[config.mk]
export PLATFORM = sky130hd
export DESIGN_NAME = ddr_cmd_monitor
export DESIGN_NICKNAME = d
export VERILOG_FILES = /design/src/rtl/ddr_mon_pkg.sv /design/src/rtl/ddr_cmd_decode.sv /design/src/rtl/ddr_bank_table.sv /design/src/rtl/ddr_wait_timer.sv /design/src/rtl/ddr_cmd_monitor.sv
export SDC_FILE = /design/constraint.sdc
export NUM_CORES = 1
export LEC_CHECK = 0
export ABC_AREA = 1
export BUFFER_PORTS_ARGS = -buffer_cell sky130_fd_sc_hd__buf_2
export CAP_MARGIN = 5
export CORE_MARGIN = 8
export CORE_UTILIZATION = 52
export CTS_CLUSTER_DIAMETER = 120
export DETAILED_ROUTE_END_ITERATION = 16
export PLACE_DENSITY = 0.79
export SYNTH_ARGS = -nofsm -noshare
export SYNTH_HDL_FRONTEND = slang
export SYNTH_SLANG_ARGS = --single-unit
[constraint.sdc]
create_clock -name clk -period 2 [get_ports clk]
set_clock_uncertainty 0.2 [all_clocks]
set_input_delay 0.4 -clock clk [delete_from_list [all_inputs] [get_ports clk]]
set_output_delay 0.4 -clock clk [all_outputs]
set_load 0.1 [all_outputs]
[src/rtl/ddr_mon_pkg.sv]
package ddr_mon_pkg;

  typedef enum logic [3:0] {
    CMD_DESEL,
    CMD_NOP,
    CMD_ACT,
    CMD_RD,
    CMD_WR,
    CMD_PRE,
    CMD_REF,
    CMD_LMR,
    CMD_BST
  } cmd_e;

  typedef enum logic [2:0] {
    ERR_NONE     = 3'd0,
    ERR_ACT_OPEN = 3'd1,
    ERR_LMR_BUSY = 3'd2,
    ERR_MRD      = 3'd3,
    ERR_RELOCK   = 3'd4,
    ERR_IDLE_ACC = 3'd5
  } err_e;

endpackage

[src/rtl/ddr_cmd_decode.sv]
module ddr_cmd_decode
  import ddr_mon_pkg::*;
(
  input  logic cs_n,
  input  logic ras_n,
  input  logic cas_n,
  input  logic we_n,
  output cmd_e cmd
);
  always_comb begin
    if (cs_n) cmd = CMD_DESEL;
    else begin
      case ({ras_n, cas_n, we_n})
        3'b111:  cmd = CMD_NOP;
        3'b011:  cmd = CMD_ACT;
        3'b101:  cmd = CMD_RD;
        3'b100:  cmd = CMD_WR;
        3'b010:  cmd = CMD_PRE;
        3'b001:  cmd = CMD_REF;
        3'b000:  cmd = CMD_LMR;
        default: cmd = CMD_BST;
      endcase
    end
  end
endmodule

[src/rtl/ddr_bank_table.sv]
module ddr_bank_table #(
  parameter int NB    = 4,
  parameter int ROW_W = 13,
  localparam int SW   = $clog2(NB)
) (
  input  logic                clk,
  input  logic                rst_n,
  input  logic                act,
  input  logic                pre,
  input  logic                pre_all,
  input  logic [SW-1:0]       sel,
  input  logic [ROW_W-1:0]    row_in,
  output logic [NB-1:0]       open_o,
  output logic [NB*ROW_W-1:0] rows_o
);
  for (genvar b = 0; b < NB; b++) begin : g_bank
    logic             hit;
    logic             open_q;
    logic [ROW_W-1:0] row_q;

    assign hit = (sel == SW'(b));

    always_ff @(posedge clk) begin
      if (!rst_n) begin
        open_q <= 1'b0;
        row_q  <= '0;
      end else if (act && hit) begin
        open_q <= 1'b1;
        row_q  <= row_in;
      end else if (pre && (pre_all || hit)) begin
        open_q <= 1'b0;
      end
    end

    assign open_o[b]                  = open_q;
    assign rows_o[b*ROW_W +: ROW_W]   = row_q;
  end
endmodule

[src/rtl/ddr_wait_timer.sv]
module ddr_wait_timer #(
  parameter int WAIT = 2,
  localparam int CW  = $clog2(WAIT + 1)
) (
  input  logic clk,
  input  logic rst_n,
  input  logic start,
  input  logic clear,
  output logic busy
);
  logic [CW-1:0] cnt_q;

  always_ff @(posedge clk) begin
    if (!rst_n)               cnt_q <= '0;
    else if (start)           cnt_q <= CW'(WAIT - 1);
    else if (clear)           cnt_q <= '0;
    else if (cnt_q != '0)     cnt_q <= cnt_q - 1'b1;
  end

  assign busy = (cnt_q != '0);
endmodule

[src/rtl/ddr_cmd_monitor.sv]
module ddr_cmd_monitor
  import ddr_mon_pkg::*;
#(
  parameter int NUM_BANKS = 4,
  parameter int ROW_W     = 13,
  parameter int TMRD      = 2,
  parameter int RELOCK    = 200,
  localparam int BA_W     = $clog2(NUM_BANKS),
  localparam int AP_BIT   = 10
) (
  input  logic                       clk,
  input  logic                       rst_n,
  input  logic                       cke,
  input  logic                       cs_n,
  input  logic                       ras_n,
  input  logic                       cas_n,
  input  logic                       we_n,
  input  logic [BA_W-1:0]            ba,
  input  logic [ROW_W-1:0]           addr,
  output logic                       viol,
  output logic [2:0]                 viol_code,
  output logic [NUM_BANKS-1:0]       bank_open,
  output logic [NUM_BANKS*ROW_W-1:0] bank_row
);
  cmd_e cmd;
  err_e err, err_q;
  logic exec, cur_open;
  logic mrd_busy, relock_busy;
  logic sr_q, sr_enter, sr_exit;
  logic dll_off_q;
  logic emr_load, relock_start, relock_clear;

  ddr_cmd_decode u_dec (
    .cs_n(cs_n), .ras_n(ras_n), .cas_n(cas_n), .we_n(we_n), .cmd(cmd)
  );

  ddr_bank_table #(.NB(NUM_BANKS), .ROW_W(ROW_W)) u_banks (
    .clk(clk), .rst_n(rst_n),
    .act(cmd == CMD_ACT), .pre(cmd == CMD_PRE), .pre_all(addr[AP_BIT]),
    .sel(ba), .row_in(addr),
    .open_o(bank_open), .rows_o(bank_row)
  );

  ddr_wait_timer #(.WAIT(TMRD)) u_mrd (
    .clk(clk), .rst_n(rst_n), .start(cmd == CMD_LMR), .clear(1'b0), .busy(mrd_busy)
  );

  ddr_wait_timer #(.WAIT(RELOCK)) u_relock (
    .clk(clk), .rst_n(rst_n), .start(relock_start), .clear(relock_clear),
    .busy(relock_busy)
  );

  assign exec     = (cmd != CMD_NOP) && (cmd != CMD_DESEL);
  assign cur_open = bank_open[ba];
  assign emr_load = (cmd == CMD_LMR) && (ba == BA_W'(1));
  assign sr_enter = (cmd == CMD_REF) && !cke && !sr_q;
  assign sr_exit  = sr_q && cke;

  assign relock_start = sr_exit || (emr_load && !addr[0] && dll_off_q);
  assign relock_clear = emr_load && addr[0];

  always_ff @(posedge clk) begin
    if (!rst_n) begin
      sr_q      <= 1'b0;
      dll_off_q <= 1'b0;
    end else begin
      if (sr_enter)     sr_q <= 1'b1;
      else if (sr_exit) sr_q <= 1'b0;
      if (sr_exit)       dll_off_q <= 1'b0;
      else if (emr_load) dll_off_q <= addr[0];
    end
  end

  always_comb begin
    err = ERR_NONE;
    if (exec && mrd_busy) err = ERR_MRD;
    else begin
      case (cmd)
        CMD_ACT: if (cur_open)     err = ERR_ACT_OPEN;
        CMD_LMR: if (|bank_open)   err = ERR_LMR_BUSY;
        CMD_RD: begin
          if (relock_busy)         err = ERR_RELOCK;
          else if (!cur_open)      err = ERR_IDLE_ACC;
        end
        CMD_WR:  if (!cur_open)    err = ERR_IDLE_ACC;
        default: err = ERR_NONE;
      endcase
    end
  end

  always_ff @(posedge clk) begin
    if (!rst_n) err_q <= ERR_NONE;
    else        err_q <= err;
  end

  assign viol      = (err_q != ERR_NONE);
  assign viol_code = err_q;
endmodule

==> results.py <==
metrics = {
    "setup_path": {
        "critical_path_required_ns": 1.40,
        "r2r_cells": 7,
        "endpoint_kind": "primary output",
        "path_cells": "or3_2 -> buf_6",
        "crit_type": "flip-flop to primary output",
        "cp_slowest_cell": "or3_2",
        "r2r-end": "u_relock.cnt_q[1]",
        "regToRegSetupSlack_ns": 0.39,
        "max_stage_delay_ns": 0.48,
        "start_kind": "flip-flop",
        "cp_max_fo": 2,
        "crit_arrival_ns": 1.34,
        "crit_start": "viol_code[1]",
        "r2r-start": "u_relock.cnt_q[2]",
    },
    "detailed_routing": {
        "final_antenna_net_count": 0,
        "dr.first_iter.drc_count": 162,
        "vias": 3007,
        "drtPass1Iterations": 5,
        "vias_per_cell": 5.38,
        "drt_wl_total_microns": 8350,
        "drcViolationCount": 0,
        "wl_per_cell_microns": 14.9,
    },
    "clock_tree": {
        "cts.clk_slew.worst_paths_ns": 0.08,
        "cts.sinks": 71,
        "cts_buffer_depth": 2,
        "cts_tree": "built",
        "numCtsBuffers": 9,
        "h-tree-depth": 3,
        "clockRootBuffer": "clkbuf_8",
        "worstSkewPairLatency_ns": 0.34,
    },
    "die": {
        "die-area_sq_um": 8610,
        "start_util_pct": 52.7,
        "pin_count": 82,
        "die-height_microns": 92.8,
        "num_rows": 28,
        "die_w_microns": 92.8,
        "fp.coreArea_sq_um": 5820,
    },
    "pwr": {
        "comb_power_share_pct": 25.5,
        "power_density_nw_per_um2": 997,
        "intPower_w": 0.00242,
        "power.leakage_nw": 1.61,
        "ir_worst_vdd_mv": 0.739,
        "pwr-share-clk_pct": 31.6,
        "switching_share_pct": 33.9,
        "seq_power_share_pct": 42.9,
        "p_sw_w": 0.00124,
    },
    "yosys": {
        "synthFlopType": "dfxtp_1",
        "synthTopCellsByCount": "nand2_1, dfxtp_1, a21oi_1",
        "syn_inst": 406,
        "yosysMostFrequentCell": "nand2_1",
        "synth_edf_count": 0,
        "syn_area_sq_um": 3060,
        "synth_top_area_share_pct": 46.4,
        "synth_nets": 431,
        "synth_cell_types": 30,
        "synth_area_leaders": "dfxtp_1, nand2_1, a21oi_1, nand3_1, buf_6",
        "synth-async-reset-ratio_pct": 0,
        "ys_warn_count": 0,
        "avgSynthCellArea_sq_um": 7.55,
        "ys_seq_area_share_pct": 46.4,
        "synth_top_cell_by_area": "dfxtp_1",
        "synth_seq_cells": 71,
    },
    "job": {
        "drv_cap": 0,
    },
    "global_route": {
        "grt_pass1_vias": 2973,
        "grt_pass1_wl_microns": 13700,
        "grt_max_degree": 63,
        "antenna_found_initial": 0,
        "grt.total_usage_pct": 19.5,
        "gr-total-overflow": 0,
    },
    "placed_design": {
        "hpwl_microns": 5980,
        "dpl_worst_slack_ns": 0.160,
        "gp_congestion": 0.882,
        "port_buffers": 81,
    },
    "timing": {
        "report.final.slew_viol_count": 0,
        "period_needed_ns": 1.94,
        "maxSlewHeadroom_pct": 67.1,
        "tightest_slew_ns": 0.489,
        "layout_setup_ws_ns": 0.0589,
        "hold_violations": 0,
        "finalSetupViolCount": 0,
        "timing.hold.ws_ns": 0.0404,
        "fin_crit_sh_pct": 97.1,
        "fmaxAchievable_mhz": 515,
        "rsz0062_at_grt": "false",
        "fin_tns_setup_ns": 0,
    },
    "worst_hold_path": {
        "hold_start": "cke",
        "holdPathStages": 2,
        "min_path_type": "input port to flip-flop",
        "hold_end": "sr_q",
    },
    "cells_and_area": {
        "fin_nets": 504,
        "fill_cells": 547,
        "areaGrowthSynthToFinish_pct": 19.6,
        "diodes": 0,
        "drive_gt1_share_pct": 26.4,
    },
    "outcome": {
        "outcome": "finished, final reports clean",
    },
}
==> registers in the layout, indices dropped and copies added (netlist names) <==
name                   cells
u_banks.g_bank.row_q      52
u_relock.cnt_q             8
u_banks.g_bank.open_q      4
viol_code                  3
u_mrd.cnt_q                2
dll_off_q                  1
sr_q                       1
==> power groups by stage <==
| stage | clock, W | sequential, W | combinational, W |
|---|---|---|---|
| 4_1_cts | 0.00118 | 0.00157 | 0.000924 |
| 3_3_place_gp | 0 | 0.00160 | 0.000882 |
| 6_report | 0.00115 | 0.00157 | 0.000932 |
| 3_5_place_dp | 0 | 0.00160 | 0.000916 |
| 5_1_grt | 0.00124 | 0.00158 | 0.00106 |
| 2_1_floorplan | 0 | 0.00170 | 0.000616 |
==> through the flow <==
stage / instances / instance area [sq um] / utilization (%) / total power, W
floorplan: 406 / 3070 / - / 0.00232
global placement: 543 / 3460 / 59.5 / 0.00248
detailed placement: 543 / 3460 / 59.5 / 0.00252
CTS: 559 / 3660 / 63.0 / 0.00367
global route: 559 / 3670 / 63.0 / 0.00387
finish: 559 / 3670 / 63.0 / 0.00365
==> cells in the final DEF (no fill, tap or decap), types with 2 or more instances in the layout <==
cell type,n
nand2_1,96
buf_2,80
dfxtp_1,68
a21oi_1,65
nand3_1,64
nor2_1,20
inv_1,18
clkbuf_8,10
buf_4,8
o21ai_0,6
inv_2,5
nand4_1,4
nor2_4,3
nor3_1,3
or2_2,3
ha_1,3
dfxtp_2,3
nor2_2,2
nand2_2,2
a21oi_2,2
xor2_1,2
clkinv_2,2
==> layout make-up <==
| cell class | count | area (sq um) | area share [%] |
|---|---|---|---|
| well taps | 75 | 93.8 | 2.56 |
| repair buffers | 90 | 492 | 13.4 |
| clock buffers | 11 | 141 | 3.86 |
| clock inverters | 5 | 56.3 | 1.54 |
| flip-flops and latches | 71 | 1430 | 38.9 |
| inverters | 23 | 86.3 | 2.35 |
| multi-input cells | 284 | 1370 | 37.4 |
==> repair_timing <==
item,4_1_cts,5_1_grt
setup endpoints to repair,1,1
buffers inserted,0,0
resized for setup,1,1
hold buffers,0,0
pin swaps,0,0
==> logic make-up after synthesis <==
| family | share of synthesized area (%) |
|---|---|
| buffers and inverters | 8.90 |
| DFF | 46.4 |
| AOI/OAI and AO/OA | 13.7 |
| xor gates and xnor gates | 0.572 |
| adders and majority gates | 1.23 |
| and+or+nand+nor | 29.2 |
==> how the worst max path moves through the flow <==
stage	slack, ns	endpoint	depth (start not counted)
after global routing	0.02	viol	2
after detailed placement	0.16	u_banks.g_bank[3].row_q[0]	7
after global placement	0.21	u_banks.g_bank[3].row_q[3]	7
after CTS	0.009	viol	2
after floorplan	0.12	viol	1
final	0.06	viol	2
==> critical path, delay by kind of cell, from the launching register on <==
| family | cells | cell delay, ns |
|---|---|---|
| and+or+nand+nor | 1 | 0.48 |
| DFF | 1 | 0.33 |
| buffers and inverters | 1 | 0.20 |
==> routing by layer <==
layer,GRT usage (%),routed length [microns],vias up
met5,0,0,-
met4,4.97,76,0
met3,7.28,708,10
met2,33.3,4090,116
met1,22.4,3470,1393
li1,-,-,1488
Power figures use the tool's default switching activity.
